--- src/rtl/frame_ser_pkg.sv ---
package frame_ser_pkg;
  localparam int BYTE_BITS = 8;
  typedef logic [BYTE_BITS-1:0] byte_t;
endpackage

--- src/rtl/frame_timer.sv ---
module frame_timer #(
  parameter int PERIOD = 500
) (
  input  logic clk,
  input  logic rst,
  input  logic bit_en,
  output logic frame_start,
  output logic started
);
  localparam int CW = $clog2(PERIOD);
  localparam logic [CW-1:0] LAST = CW'(PERIOD - 1);

  logic [CW-1:0] cnt;

  assign frame_start = bit_en && (cnt == LAST);

  always_ff @(posedge clk) begin
    if (rst) begin
      cnt     <= '0;
      started <= 1'b0;
    end else if (bit_en) begin
      cnt <= (cnt == LAST) ? '0 : cnt + 1'b1;
      if (frame_start) started <= 1'b1;
    end
  end


  wrap_chk: assert property (@(posedge clk) disable iff (rst)
    frame_start |=> (cnt == '0 && started));
endmodule

--- src/rtl/payload_bank.sv ---
module payload_bank
  import frame_ser_pkg::*;
#(
  parameter int    N_PAY  = 57,
  parameter int    ADDR_W = 6,
  parameter byte_t FILL   = 8'h00
) (
  input  logic              clk,
  input  logic              rst,
  input  logic              wr_en,
  input  logic [ADDR_W-1:0] wr_addr,
  input  byte_t             wr_data,
  input  logic              commit,
  input  logic [ADDR_W-1:0] rd_idx,
  output byte_t             rd_data
);
  localparam logic [ADDR_W-1:0] TOP = ADDR_W'(N_PAY - 1);

  logic [N_PAY-1:0][BYTE_BITS-1:0] pend;
  logic [N_PAY-1:0][BYTE_BITS-1:0] live;

  always_ff @(posedge clk) begin
    if (rst) begin
      pend <= {N_PAY{FILL}};
      live <= {N_PAY{FILL}};
    end else begin
      if (commit) live <= pend;
      if (wr_en && wr_addr <= TOP) pend[wr_addr] <= wr_data;
    end
  end

  assign rd_data = (rd_idx <= TOP) ? live[rd_idx] : FILL;


  live_hold_chk: assert property (@(posedge clk) disable iff (rst)
    !commit |=> $stable(live));
endmodule

--- src/rtl/byte_shifter.sv ---
module byte_shifter
  import frame_ser_pkg::*;
#(
  parameter int FRAME_BYTES = 60,
  parameter int IW          = 6
) (
  input  logic          clk,
  input  logic          rst,
  input  logic          bit_en,
  input  logic          frame_start,
  input  logic          started,
  input  byte_t         next_byte,
  output logic [IW-1:0] byte_idx,
  output logic          ser_out,
  output logic          load_n
);
  localparam int PW = $clog2(BYTE_BITS);
  localparam logic [IW-1:0] END_IDX = IW'(FRAME_BYTES);

  logic [PW-1:0] bitpos;
  byte_t         shreg;
  logic          take;

  assign take = frame_start || (started && bit_en && bitpos == '0);

  always_ff @(posedge clk) begin
    if (rst) begin
      bitpos   <= '0;
      shreg    <= '0;
      byte_idx <= '0;
      ser_out  <= 1'b0;
      load_n   <= 1'b1;
    end else if (take) begin
      shreg    <= {next_byte[BYTE_BITS-2:0], 1'b0};
      ser_out  <= next_byte[BYTE_BITS-1];
      load_n   <= 1'b0;
      bitpos   <= PW'(1);
      if (frame_start)            byte_idx <= IW'(1);
      else if (byte_idx != END_IDX) byte_idx <= byte_idx + 1'b1;
    end else if (started && bit_en) begin
      shreg   <= {shreg[BYTE_BITS-2:0], 1'b0};
      ser_out <= shreg[BYTE_BITS-1];
      load_n  <= 1'b1;
      bitpos  <= bitpos + 1'b1;
    end
  end


  strobe_width_chk: assert property (@(posedge clk) disable iff (rst)
    (bit_en && !load_n) |=> load_n);
endmodule

--- src/rtl/frame_serializer.sv ---
module frame_serializer
  import frame_ser_pkg::*;
#(
  parameter int    FRAME_BYTES = 60,
  parameter int    PERIOD      = 500,
  parameter int    ADDR_W      = 6,
  parameter byte_t SYNC_HI     = 8'hEB,
  parameter byte_t SYNC_LO     = 8'h90,
  parameter byte_t TRAILER     = 8'h00,
  parameter byte_t IDLE        = 8'h00,
  parameter byte_t FILL        = 8'h00
) (
  input  logic              clk,
  input  logic              rst,
  input  logic              bit_en,
  input  logic              wr_en,
  input  logic [ADDR_W-1:0] wr_addr,
  input  logic [7:0]        wr_data,
  output logic              ser_out,
  output logic              load_n
);
  localparam int PAY_BYTES = FRAME_BYTES - 3;
  localparam int IW        = $clog2(FRAME_BYTES + 1);

  logic          frame_start;
  logic          started;
  logic [IW-1:0] byte_idx;
  logic [IW-1:0] sel_idx;
  logic [ADDR_W-1:0] pay_idx;
  byte_t         pay_byte;
  byte_t         next_byte;

  frame_timer #(.PERIOD(PERIOD)) u_timer (
    .clk(clk), .rst(rst), .bit_en(bit_en),
    .frame_start(frame_start), .started(started)
  );

  assign sel_idx = frame_start ? '0 : byte_idx;
  assign pay_idx = ADDR_W'(sel_idx - IW'(2));

  payload_bank #(.N_PAY(PAY_BYTES), .ADDR_W(ADDR_W), .FILL(FILL)) u_bank (
    .clk(clk), .rst(rst), .wr_en(wr_en), .wr_addr(wr_addr),
    .wr_data(wr_data), .commit(frame_start),
    .rd_idx(pay_idx), .rd_data(pay_byte)
  );

  always_comb begin
    if (sel_idx == IW'(0))                    next_byte = SYNC_HI;
    else if (sel_idx == IW'(1))               next_byte = SYNC_LO;
    else if (sel_idx == IW'(FRAME_BYTES - 1)) next_byte = TRAILER;
    else if (sel_idx >= IW'(FRAME_BYTES))     next_byte = IDLE;
    else                                      next_byte = pay_byte;
  end

  byte_shifter #(.FRAME_BYTES(FRAME_BYTES), .IW(IW)) u_shift (
    .clk(clk), .rst(rst), .bit_en(bit_en), .frame_start(frame_start),
    .started(started), .next_byte(next_byte), .byte_idx(byte_idx),
    .ser_out(ser_out), .load_n(load_n)
  );


  hold_chk: assert property (@(posedge clk) disable iff (rst)
    !bit_en |=> ($stable(ser_out) && $stable(load_n)));


  quiet_chk: assert property (@(posedge clk) disable iff (rst)
    !started |-> (ser_out == 1'b0 && load_n));


  sync_msb_chk: assert property (@(posedge clk) disable iff (rst)
    frame_start |=> (!load_n && ser_out == SYNC_HI[7]));
endmodule

--- config.mk ---
export PLATFORM = sky130hd
export DESIGN_NAME = frame_serializer
export DESIGN_NICKNAME = d
export VERILOG_FILES = /design/src/rtl/frame_ser_pkg.sv /design/src/rtl/frame_timer.sv /design/src/rtl/payload_bank.sv /design/src/rtl/byte_shifter.sv /design/src/rtl/frame_serializer.sv
export SDC_FILE = /design/constraint.sdc
export NUM_CORES = 2
export LEC_CHECK = 0
export BUFFER_PORTS_ARGS = -buffer_cell sky130_fd_sc_hd__buf_2
export CAP_MARGIN = 10
export CORE_MARGIN = 2
export CORE_UTILIZATION = 57
export DETAILED_ROUTE_END_ITERATION = 16
export PLACE_DENSITY = 0.76
export SETUP_SLACK_MARGIN = 0.5
export SYNTH_ARGS = -nofsm -noshare
export SYNTH_HDL_FRONTEND = slang
export SYNTH_SLANG_ARGS = --single-unit
--- constraint.sdc ---
create_clock -name clk -period 4.34 [get_ports clk]
set_input_delay 0.434 -clock clk [delete_from_list [all_inputs] [get_ports clk]]
set_output_delay 0.434 -clock clk [all_outputs]
set_load 0.005 [all_outputs]
==> flow_metrics.env <==
export IMPL_status="complete, no violations"
export IMPL_grt_overflow=0
export IMPL_critPathTopFamily="simple AND/OR/NAND/NOR gates"
export IMPL_cts_sinks=940
export IMPL_drc=0
export IMPL_fin_crit_ps=3671
export IMPL_grt_pass1_vias=30500
export IMPL_antenna_found_initial=0
export IMPL_fin_skew_ps=18.91
export IMPL_multi_input_area_um2=17650
export IMPL_cts_tree="done"
export IMPL_synthTopCellsByArea="dfxtp_1 49%, nand2_1 12%, a21oi_1 9.7%"
export IMPL_syn_area_um2=38190
export IMPL_crit_path_cell_trace="ha_1 > and4_1 > nand3_4 > nand2_1 > ha_2 > nand2b_1 > a31oi_1 > nor3_2 > buf_4 > a211oi_1 > nor4_1 > a21o_1"
export IMPL_synth_seq_cells=940
export IMPL_drtIter0Drc=4447
export IMPL_rows=94
export IMPL_avgRoutedWirePerCell_um=21.49
export IMPL_internal_power_mw=13.55
export IMPL_area_growth_pct=10.03
export IMPL_final_nets=4542
export IMPL_worstHoldPathType="primary input to register"
export IMPL_p_sw_mw=3.828
export IMPL_diodes=0
export IMPL_clock_power_share_pct=47.7
export IMPL_hold_buffers=0
export IMPL_peakVddDrop_mv=0.2755
export IMPL_wl_met3_mm=10.84
export IMPL_floorplan_io_pins=20
export IMPL_cts_buffers=94
export IMPL_die_area_um2=69090
export IMPL_cts_repair_resized=0
export IMPL_path_buf_inv=1
export IMPL_port_buffers=19
export IMPL_yosys_most_used_dff="dfxtp_1"
export IMPL_maxSlewHeadroom_pct=22.78
export IMPL_cp_slowest_cell="nor4_1"
export IMPL_path_clk_slew_ps=70
export IMPL_fin_area_um2=42030
export IMPL_core_um2=66100
export IMPL_crit_arrival_ps=4280
export IMPL_layout_commonest_cell="nand2_1"
export IMPL_rsz0062_at_grt="false"
export IMPL_critPathMaxStageDelay_ps=650
export IMPL_first_pass_iters=6
export IMPL_start_util_pct=57.78
export IMPL_clk_latency_ps=660
export IMPL_fin_setup_tns_ps=0
export IMPL_switching_share_pct=22.02
export IMPL_track_usage_pct=32.83
export IMPL_cts_root_buffer="clkbuf_16"
export IMPL_register_area_um2=18830
export IMPL_power_mw=17.38
export IMPL_drv_slew=0
export IMPL_fillCellCount=5462
export IMPL_gp_congestion=1.016
export IMPL_yosysUniqueCellTypes=85
export IMPL_cts_buffer_depth=3
export IMPL_layout_common_cells="1,226 x nand2_1, 938 x dfxtp_1, 738 x a21oi_1"
export IMPL_path_class="register to register"
export IMPL_drt_met1_wl_mm=49.08
export IMPL_start_kind="register"
export IMPL_h_tree_depth=3
export IMPL_endpoint_kind="register"
export IMPL_setup_viol=0
export IMPL_top_layer_used="met4"
export IMPL_drt_vias_per_instance=6.148
export IMPL_period_share_pct=84.58
export IMPL_syn_num_nets=4719
export IMPL_yosysWarnings=0
export IMPL_postRouteWirelength_mm=117.3
export IMPL_tightest_slew_ps=1154
export IMPL_path_max_fanout=12
export IMPL_synth_top_cell_area_share_pct=49.27
export IMPL_seq_power_share_pct=49.8
export IMPL_ant_nets=0
export IMPL_ys_seq_area_share_pct=49.27
export IMPL_fmax_mhz=272.4
export IMPL_syn_area_per_cell_um2=8.135
export IMPL_synth_cells=4695
export IMPL_synth_edf_count=0
export IMPL_grt_pass1_wl_mm=180.1
export IMPL_dr_wl_met2_mm=51.83
export IMPL_combPwrFrac_pct=2.5
export IMPL_postCtsSetupBuffers=0
export IMPL_die_w_um=262.9
export IMPL_hold_viol=0
export IMPL_grt_max_degree=235
export IMPL_drive_above_1_share_pct=7.876
export IMPL_power_leakage_nw=13.27
export IMPL_vias=33570
export IMPL_die_h_um=262.9
export IMPL_async_flop_share_pct=0
export IMPL_placed_area_um2=38840
export IMPL_drv_cap=0
export IMPL_yosysTopAreaCell="dfxtp_1"
export IMPL_dp_hpwl_mm=70.03
export IMPL_critical_path_required_ps=4950
export IMPL_p_per_area_nw_per_um2=413.6
cells by family (layout without fill, tap and decap cells):
| family | Yosys count | in the layout | share of synthesized area, % |
|---|---|---|---|
| compound gates | 1052 | 1052 | 16.03 |
| xor+xnor | 13 | 13 | 0.2981 |
| fa+ha+maj | 6 | 6 | 0.1966 |
| buf+inv | 421 | 322 | 4.780 |
| flops | 940 | 940 | 49.27 |
| mux | 329 | 329 | 8.842 |
| simple gates | 1934 | 1934 | 20.58 |
routing by layer:
metal  vias to the layer above  global-route usage (%)
met5                         -                       0
li1                      15590                       -
met3                       340                   5.528
met1                     16070                   45.59
met2                      1570                   50.18
met4                         0                   14.83
final cells by class:
type	instances	area share [%]
Multi-Input combinational cell	3334	42.00
Sequential cell	940	44.80
Tap cell	864	2.572
Clock buffer	150	7.032
Inverter	18	0.1608
Timing Repair Buffer	130	2.888
Clock inverter	24	0.5508
metrics by stage:
stage / hold WS [ps] / utilization [%] / setup slack [ps] / std cells
6_report: 220.1 / 63.58 / 669.1 / 5460
5_1_grt: 242.8 / 63.58 / 546.5 / 5460
4_1_cts: 200.8 / 63.58 / 707.7 / 5460
3_5_place_dp: 440.7 / 58.76 / 639.5 / 5286
3_3_place_gp: 435.6 / 58.76 / 636.9 / 5286
2_1_floorplan: 429.3 / - / 533.6 / 4695
Yosys cell counts (8+ instances only):
cell type  number
nand2_1      1226
dfxtp_1       940
a21oi_1       738
nor2_1        363
mux2i_1       298
clkbuf_1      281
nand3_1       241
buf_2          97
o21ai_0        63
o22ai_1        36
o221ai_1       34
mux2_2         27
a211oi_1       22
a31oi_1        22
nor3_1         21
a221oi_1       19
nand2b_1       19
inv_1          16
a2bb2oi_1      13
nor2b_1        12
o211ai_1       12
o311ai_0       10
a311oi_1        8
nand4_1         8
sequential cells by signal, summed over array words and instances (netlist names):
signal	flops
u_shift.load_n	1
u_shift.ser_out	1
u_bank.live	456
u_shift.byte_idx	6
u_bank.pend	456
u_timer.cnt	9
u_timer.started	1
u_shift.shreg	7
u_shift.bitpos	3
worst paths after layout:
kind                                         to  depth (start not counted)  slack (ps)                         start
setup / recovery  u_shift.shreg[5]$_SDFFE_PP0P_                         12         670   u_timer.cnt[0]$_SDFFE_PP0P_
hold / removal    u_bank.pend[374]$_SDFFE_PP0P_                          2         220                           rst
setup reg to reg  u_shift.shreg[5]$_SDFFE_PP0P_                         12         670   u_timer.cnt[0]$_SDFFE_PP0P_
hold reg to reg    u_bank.live[83]$_SDFFE_PP0P_                          2         440  u_bank.pend[83]$_SDFFE_PP0P_
power groups by stage:
stage	clock network, mW	registers [mW]	logic, mW
after floorplan	0	8.85	0.266
after global placement	0	8.85	0.421
after detailed placement	0	8.85	0.422
after CTS	8.34	8.66	0.421
after global routing	8.67	8.65	0.452
final	8.29	8.66	0.433
No activity file was read; power rests on OpenSTA's default activity.
